$ cat config.mk
export PLATFORM = sky130hd
export DESIGN_NAME = wf_issue_sched
export DESIGN_NICKNAME = d
export VERILOG_FILES = /design/src/rtl/wf_sched_pkg.sv /design/src/rtl/wf_ready_tracker.sv /design/src/rtl/wf_rr_picker.sv /design/src/rtl/wf_issue_sched.sv
export SDC_FILE = /design/constraint.sdc
export NUM_CORES = 1
export LEC_CHECK = 0
export BUFFER_PORTS_ARGS = -buffer_cell sky130_fd_sc_hd__buf_2
export CORE_AREA = 2 2 56 58
export CTS_CLUSTER_DIAMETER = 50
export CTS_CLUSTER_SIZE = 14
export DETAILED_ROUTE_END_ITERATION = 8
export DIE_AREA = 0 0 58 60
export GPL_TIMING_DRIVEN = 0
export PLACE_DENSITY = 0.82
export SETUP_SLACK_MARGIN = 0.3
export SYNTH_ARGS = -nofsm -noshare
export SYNTH_HDL_FRONTEND = slang
export SYNTH_SLANG_ARGS = --single-unit
export TNS_END_PERCENT = 5
$ cat constraint.sdc
create_clock -name clk -period 5.4 [get_ports clk]
set_input_delay 0.54 -clock clk [delete_from_list [all_inputs] [get_ports clk]]
set_output_delay 0.54 -clock clk [all_outputs]
set_load 0.02 [all_outputs]
$ cat src/rtl/wf_sched_pkg.sv
package wf_sched_pkg;
    typedef enum logic [1:0] {
        ST_START  = 2'd0,
        ST_ISSUE  = 2'd1,
        ST_BUBBLE = 2'd2
    } sched_state_e;
endpackage

$ cat src/rtl/wf_ready_tracker.sv
module wf_ready_tracker #(
    parameter int NWF     = 4,
    parameter int RAW_LAT = 8,
    localparam int IDW    = $clog2(NWF),
    localparam int CW     = $clog2(RAW_LAT)
) (
    input  logic           clk,
    input  logic           rst_n,
    input  logic           start_pulse,
    input  logic [IDW-1:0] start_id,
    input  logic [NWF-1:0] retire,
    output logic [NWF-1:0] ready
);
    for (genvar i = 0; i < NWF; i++) begin : g_wf
        logic [CW-1:0] wait_cnt;
        always_ff @(posedge clk) begin
            if (!rst_n || retire[i]) begin
                wait_cnt <= '0;
            end else if (start_pulse && start_id == IDW'(i)) begin
                wait_cnt <= CW'(RAW_LAT - 1);
            end else if (wait_cnt != '0) begin
                wait_cnt <= wait_cnt - CW'(1);
            end
        end
        assign ready[i] = (wait_cnt == '0);
    end
endmodule

$ cat src/rtl/wf_rr_picker.sv
module wf_rr_picker #(
    parameter int NWF  = 4,
    localparam int IDW = $clog2(NWF)
) (
    input  logic [NWF-1:0] elig,
    input  logic [IDW-1:0] last_id,
    output logic           found,
    output logic [IDW-1:0] pick
);
    always_comb begin
        int idx;
        found = 1'b0;
        pick  = '0;
        for (int k = NWF; k >= 1; k--) begin
            idx = (int'(last_id) + k) % NWF;
            if (elig[IDW'(idx)]) begin
                found = 1'b1;
                pick  = IDW'(idx);
            end
        end
    end
endmodule

$ cat src/rtl/wf_issue_sched.sv
module wf_issue_sched
    import wf_sched_pkg::*;
#(
    parameter int NWF        = 4,
    parameter int WF_THREADS = 64,
    parameter int LANES      = 16,
    parameter int RAW_LAT    = 8,
    localparam int IDW       = $clog2(NWF),
    localparam int QUARTERS  = WF_THREADS / LANES,
    localparam int QW        = $clog2(QUARTERS),
    localparam int TBW       = $clog2(WF_THREADS)
) (
    input  logic             clk,
    input  logic             rst_n,
    input  logic [NWF-1:0]   wf_valid,
    input  logic [NWF-1:0]   wf_dep,
    input  logic [NWF-1:0]   wf_retire,
    output logic             issue_vld,
    output logic [IDW-1:0]   issue_wf,
    output logic [QW-1:0]    issue_quarter,
    output logic [TBW-1:0]   thread_base,
    output logic [LANES-1:0] lane_en,
    output logic             bubble
);
    sched_state_e   state_q, state_d;
    logic [QW-1:0]  quarter_q;
    logic [IDW-1:0] cur_wf_q;
    logic [IDW-1:0] last_wf_q;
    logic [NWF-1:0] ready;
    logic [NWF-1:0] elig;
    logic           found;
    logic [IDW-1:0] pick;
    logic           decide;

    assign decide = (state_q == ST_START) || (quarter_q == QW'(QUARTERS - 1));
    assign elig   = wf_valid & (~wf_dep | ready);

    wf_ready_tracker #(.NWF(NWF), .RAW_LAT(RAW_LAT)) u_tracker (
        .clk        (clk),
        .rst_n      (rst_n),
        .start_pulse(decide && found),
        .start_id   (pick),
        .retire     (wf_retire),
        .ready      (ready)
    );

    wf_rr_picker #(.NWF(NWF)) u_picker (
        .elig   (elig),
        .last_id(last_wf_q),
        .found  (found),
        .pick   (pick)
    );

    always_comb begin
        state_d = state_q;
        if (decide) begin
            unique case (state_q)
                ST_START, ST_ISSUE, ST_BUBBLE: state_d = found ? ST_ISSUE : ST_BUBBLE;
                default:                       state_d = ST_BUBBLE;
            endcase
        end
    end

    always_ff @(posedge clk) begin
        if (!rst_n) begin
            state_q   <= ST_START;
            quarter_q <= '0;
            cur_wf_q  <= '0;
            last_wf_q <= IDW'(NWF - 1);
        end else begin
            state_q <= state_d;
            if (decide) begin
                quarter_q <= '0;
                if (found) begin
                    cur_wf_q  <= pick;
                    last_wf_q <= pick;
                end
            end else begin
                quarter_q <= quarter_q + QW'(1);
            end
        end
    end

    always_comb begin
        issue_vld     = 1'b0;
        bubble        = 1'b0;
        issue_wf      = cur_wf_q;
        issue_quarter = quarter_q;
        thread_base   = TBW'(int'(quarter_q) * LANES);
        unique case (state_q)
            ST_START:  begin end
            ST_ISSUE:  issue_vld = 1'b1;
            ST_BUBBLE: bubble    = 1'b1;
            default:   begin end
        endcase
        lane_en = {LANES{issue_vld}};
    end
endmodule

---- Word level (Yosys, flattened, before mapping) ----
Cells that the tools add are included.
operators by class
  $add $sub $neg .......................... 9
  magnitude comparators ................... 4
  equal/unequal tests ..................... 6
  mux-type cells .......................... 32
  bitwise gates (word level) .............. 4
  reductions and logical operators ........ 28
operators by type and width
  kind                                                                    count
  3-bit two-way mux                                                       8
  2-bit by 4-bit < comparator with 1-bit output (second input constant)   4
  1-bit two-way mux                                                       14
  3-bit logical NOT                                                       4
  2-bit two-way mux                                                       6
  3-bit nonzero test                                                      4
  3-bit by 1-bit subtractor with 3-bit output (second input constant)     4
  1-bit binary-select mux with 2-bit select                               4
  2-bit equality test (second input constant)                             4
  2-bit nonzero test                                                      4
  2-bit by 1-bit adder with 2-bit output (second input constant)          3
  1-bit logical AND                                                       5
  1-bit logical OR                                                        5
  2-bit adder (second input constant)                                     2
  4-bit bitwise AND                                                       1
  2-bit by 1-bit equality test with 1-bit output (second input constant)  2
  2-bit logical NOT                                                       2
  4-bit inverter                                                          1
  4-bit OR                                                                1
  3-bit OR reduction                                                      1
  2-bit AND reduction                                                     1
  2-bit OR reduction                                                      1
  1-bit logical NOT                                                       1
  1-bit inverter                                                          1
storage, ports and cells
  register bits after elaboration ......... 20
  logic and storage cells ................. 91

---- Longest topological paths before layout ----
  depth in word-level cells ............... 13
  depth in mapped cells ................... 8

---- Hierarchy ----
A second synthesis with hierarchy kept.
second synthesis, totals
  cells, all modules ...................... 147
  area total of the unflattened synthesis .. 1341.3 µm²
modules (own cells, without submodules)
  module            instances  cells an instance  area an instance (µm²)  sequential area each (µm²)
  wf_ready_tracker  1          68                 701.9                   240.2
  wf_issue_sched    1          65                 548.0                   160.2
  wf_rr_picker      1          14                 91.3                    0.0

---- Worst setup path before layout ----
Ideal clock, no wire load.
  kind .................................... reg2out
  start point ............................. register state_q[0]
  end point ............................... output lane_en[0]
  arrival time ............................ 1.496 ns
  path slack .............................. 3.364 ns
  cell stages (with the launch flop) ...... 3
  path through ............................ dfxtp_1 -> nor2b_1 -> buf_4
on the way
  cells in the longest elaborated chain, start to end .. 2
RTL lines
  element                                         line                  RTL
  from (decl)                                     wf_issue_sched.sv:25  sched_state_e state_q, state_d;
  from (signal assigned)                          wf_issue_sched.sv:71  state_q <= state_d;
  2-bit by 1-bit equality test with 1-bit output  wf_issue_sched.sv:90  unique case (state_q)
  1-bit two-way mux                               wf_issue_sched.sv:90
  to (decl)                                       wf_issue_sched.sv:22  output logic [LANES-1:0] lane_en,
Every way passes these cells.

---- Final worst setup path ----
  start point ............................. register state_q[0]
  end point ............................... output lane_en[9]
Same word-level chain as after synthesis.

==> flow_metrics.env <==
export IMPL_synth_edff_count=0
export IMPL_endpoint_kind="output port"
export IMPL_synth_avg_cell_area_sq_um=8.82
export IMPL_vias=1299
export IMPL_finalHoldViolCount=0
export IMPL_port_buffers=37
export IMPL_final_setup_viol_count=0
export IMPL_ys_seq_area_share_pct=26.0
export IMPL_cp_required_ns=4.86
export IMPL_grt_pass1_wl_mm=4.59
export IMPL_comb_power_share_pct=67.1
export IMPL_multi_input_area_sq_um=900
export IMPL_die_h_um=60
export IMPL_fin_crit_ns=2.39
export IMPL_finalMaxSlewViolations=0
export IMPL_place_gp_congestion=0.834
export IMPL_cts_root_buffer="clkbuf_4"
export IMPL_setup_tns_ns=0
export IMPL_antenna_found_initial=0
export IMPL_finalClockSkew_ns=0.00354
export IMPL_dp_hpwl_mm=2.29
export IMPL_path_class="flip-flop to output port"
export IMPL_post_drt_wl_per_cell_um=11.6
export IMPL_async_reset_ff_share_pct=0
export IMPL_setup_slack_ns=3.01
export IMPL_synthTopCellsByArea="dfxtp_1, buf_4, o41ai_2"
export IMPL_die_area_sq_um=3480
export IMPL_p_switching_mw=0.498
export IMPL_first_pass_iters=4
export IMPL_hold_ws_ns=0.480
export IMPL_floorplan_rows=20
export IMPL_p_clk_share_pct=11.2
export IMPL_numCtsBuffers=3
export IMPL_path_max_fanout=17
export IMPL_rsz0062_at_grt="no"
export IMPL_cp_arrival_ns=1.85
export IMPL_via_per_inst=5.15
export IMPL_cts_setup_buffers=0
export IMPL_hp_class="flip-flop to flip-flop"
export IMPL_synth_area_leader_cell="dfxtp_1"
export IMPL_swShare_pct=45.3
export IMPL_start_util_pct=53.1
export IMPL_drt_iter0_markers=18
export IMPL_antenna_cells_inserted=0
export IMPL_outcome="complete, no violations"
export IMPL_htree_num_levels=1
export IMPL_clk_pin_slew_ns=0.11
export IMPL_clk_latency_ns=0.30
export IMPL_cap_violations=0
export IMPL_routed_wl_mm=2.93
export IMPL_place_ws_ns=3.33
export IMPL_ant_nets=0
export IMPL_synth_seq_cells=20
export IMPL_synth_area_sq_um=1540
export IMPL_first_global_vias=1097
export IMPL_synth_commonest_cells="buf_4, dfxtp_1, inv_1"
export IMPL_grt_ovfl_total=0
export IMPL_synth_cells=175
export IMPL_die_x_um=58
export IMPL_nFillCells=263
export IMPL_cts_max_path_buffers=2
export IMPL_core_area_sq_um=2900
export IMPL_worst_pin_slew_ns=0.941
export IMPL_p_seq_share_pct=21.7
export IMPL_grt_max_degree=18
export IMPL_hold_buffers=0
export IMPL_post_cts_resized=0
export IMPL_seq_area_sq_um=400
export IMPL_final_layout_size_suffix_gt1_share_pct=40.6
export IMPL_final_util_pct=63.1
export IMPL_ir_drop_mv=0.320
export IMPL_drc=0
export IMPL_crit_path_start_kind="flip-flop"
export IMPL_synth_ff_type="dfxtp_1"
export IMPL_cts_tree="done"
export IMPL_finalCritPeriodShare_pct=44.3
export IMPL_synth_warnings=0
export IMPL_synth_most_common_cell="buf_4"
export IMPL_slew_headroom_pct=37.1
export IMPL_pwr_density_cell_nw_per_um2=600
export IMPL_p_leak_nw=0.921
export IMPL_yosysTopAreaCellShare_pct=26.0
export IMPL_nets=243
export IMPL_grt_usage_pct=16.9
export IMPL_io_pins=42
export IMPL_synth_distinct_cells=45
export IMPL_cts_sinks=20
export IMPL_syn_to_final_growth_pct=18.8
export IMPL_max_freq_ghz=0.418
export IMPL_internal_power_mw=0.601
[final timing paths]
check                                start                             to  slack (ns)  cells after the start
max reg2reg  u_tracker.g_wf[1].wait_cnt[0]  u_tracker.g_wf[0].wait_cnt[2]        3.32                      7
max                             state_q[0]                     lane_en[9]        3.01                      3
min                       issue_quarter[0]               issue_quarter[0]        0.48                      1
min reg2reg               issue_quarter[0]               issue_quarter[0]        0.48                      1
[through the flow]
step / power [mW] / cells / instance area (sq um)
after floorplan: 0.826 / 178 / 1550
after global placement: 0.959 / 248 / 1780
after detailed placement: 0.977 / 248 / 1780
after CTS: 1.10 / 252 / 1830
after global routing: 1.18 / 252 / 1830
final: 1.10 / 252 / 1830
[placed cells by master (no fill, tap or decap), types with 3 or more instances in the layout]
| master | instances |
|---|---|
| a21oi_1 | 7 |
| dfxtp_1 | 20 |
| o41ai_1 | 4 |
| clkbuf_4 | 3 |
| xnor2_1 | 5 |
| nand2_1 | 8 |
| conb_1 | 4 |
| nor2b_1 | 7 |
| nand2b_1 | 7 |
| inv_1 | 17 |
| o21ai_0 | 3 |
| buf_4 | 22 |
| a31oi_1 | 4 |
| nor2_1 | 14 |
| mux2_2 | 3 |
| ha_1 | 9 |
| o41ai_2 | 7 |
| buf_2 | 39 |
[critical path, cell delays in order (launching register included)]
cell	delay [ns]
dfxtp_1	0.40
nor2b_1	0.77
buf_4	0.23
buf_2	0.16
[power groups by stage]
stage | clock, mW | sequential, mW | combinational (mW)
3_3_place_gp | 0 | 0.240 | 0.719
3_5_place_dp | 0 | 0.241 | 0.735
5_1_grt | 0.132 | 0.244 | 0.808
4_1_cts | 0.125 | 0.238 | 0.741
6_report | 0.123 | 0.238 | 0.738
2_1_floorplan | 0 | 0.246 | 0.580
[metal layers]
metal	track usage (%)	vias up	share of wire, %
met2	31.3	28	49
li1	-	668	-
met5	0	-	0
met4	6.31	0	0.92
met1	19.5	599	45
met3	2.60	4	5.1
[sequential cells by signal, summed over array words and instances (netlist names)]
register	count
issue_quarter	2
state_q	2
issue_wf	2
u_tracker.g_wf.wait_cnt	12
last_wf_q	2
[final cells by class]
class	count	area share, %
buffer	26	10.4
inverter	17	3.48
multi-input combinational	115	49.1
timing repair buffer	37	10.1
clock buffer	3	1.23
clock inverter	1	1.64
sequential	20	21.8
tap	33	2.25
[kinds of logic (layout without fill, tap and decap cells)]
family,count (synthesis),in the layout,synth area share [%]
adders and majority gates,9,9,7.30
other,1,4,0.243
muxes,5,5,3.49
and+or+nand+nor,47,47,16.5
DFF,20,20,26.0
buffers and inverters,43,84,16.5
AOI/OAI and AO/OA,45,45,27.2
xor gates and xnor gates,5,5,2.84
No activity file was read; power rests on OpenSTA's default activity.
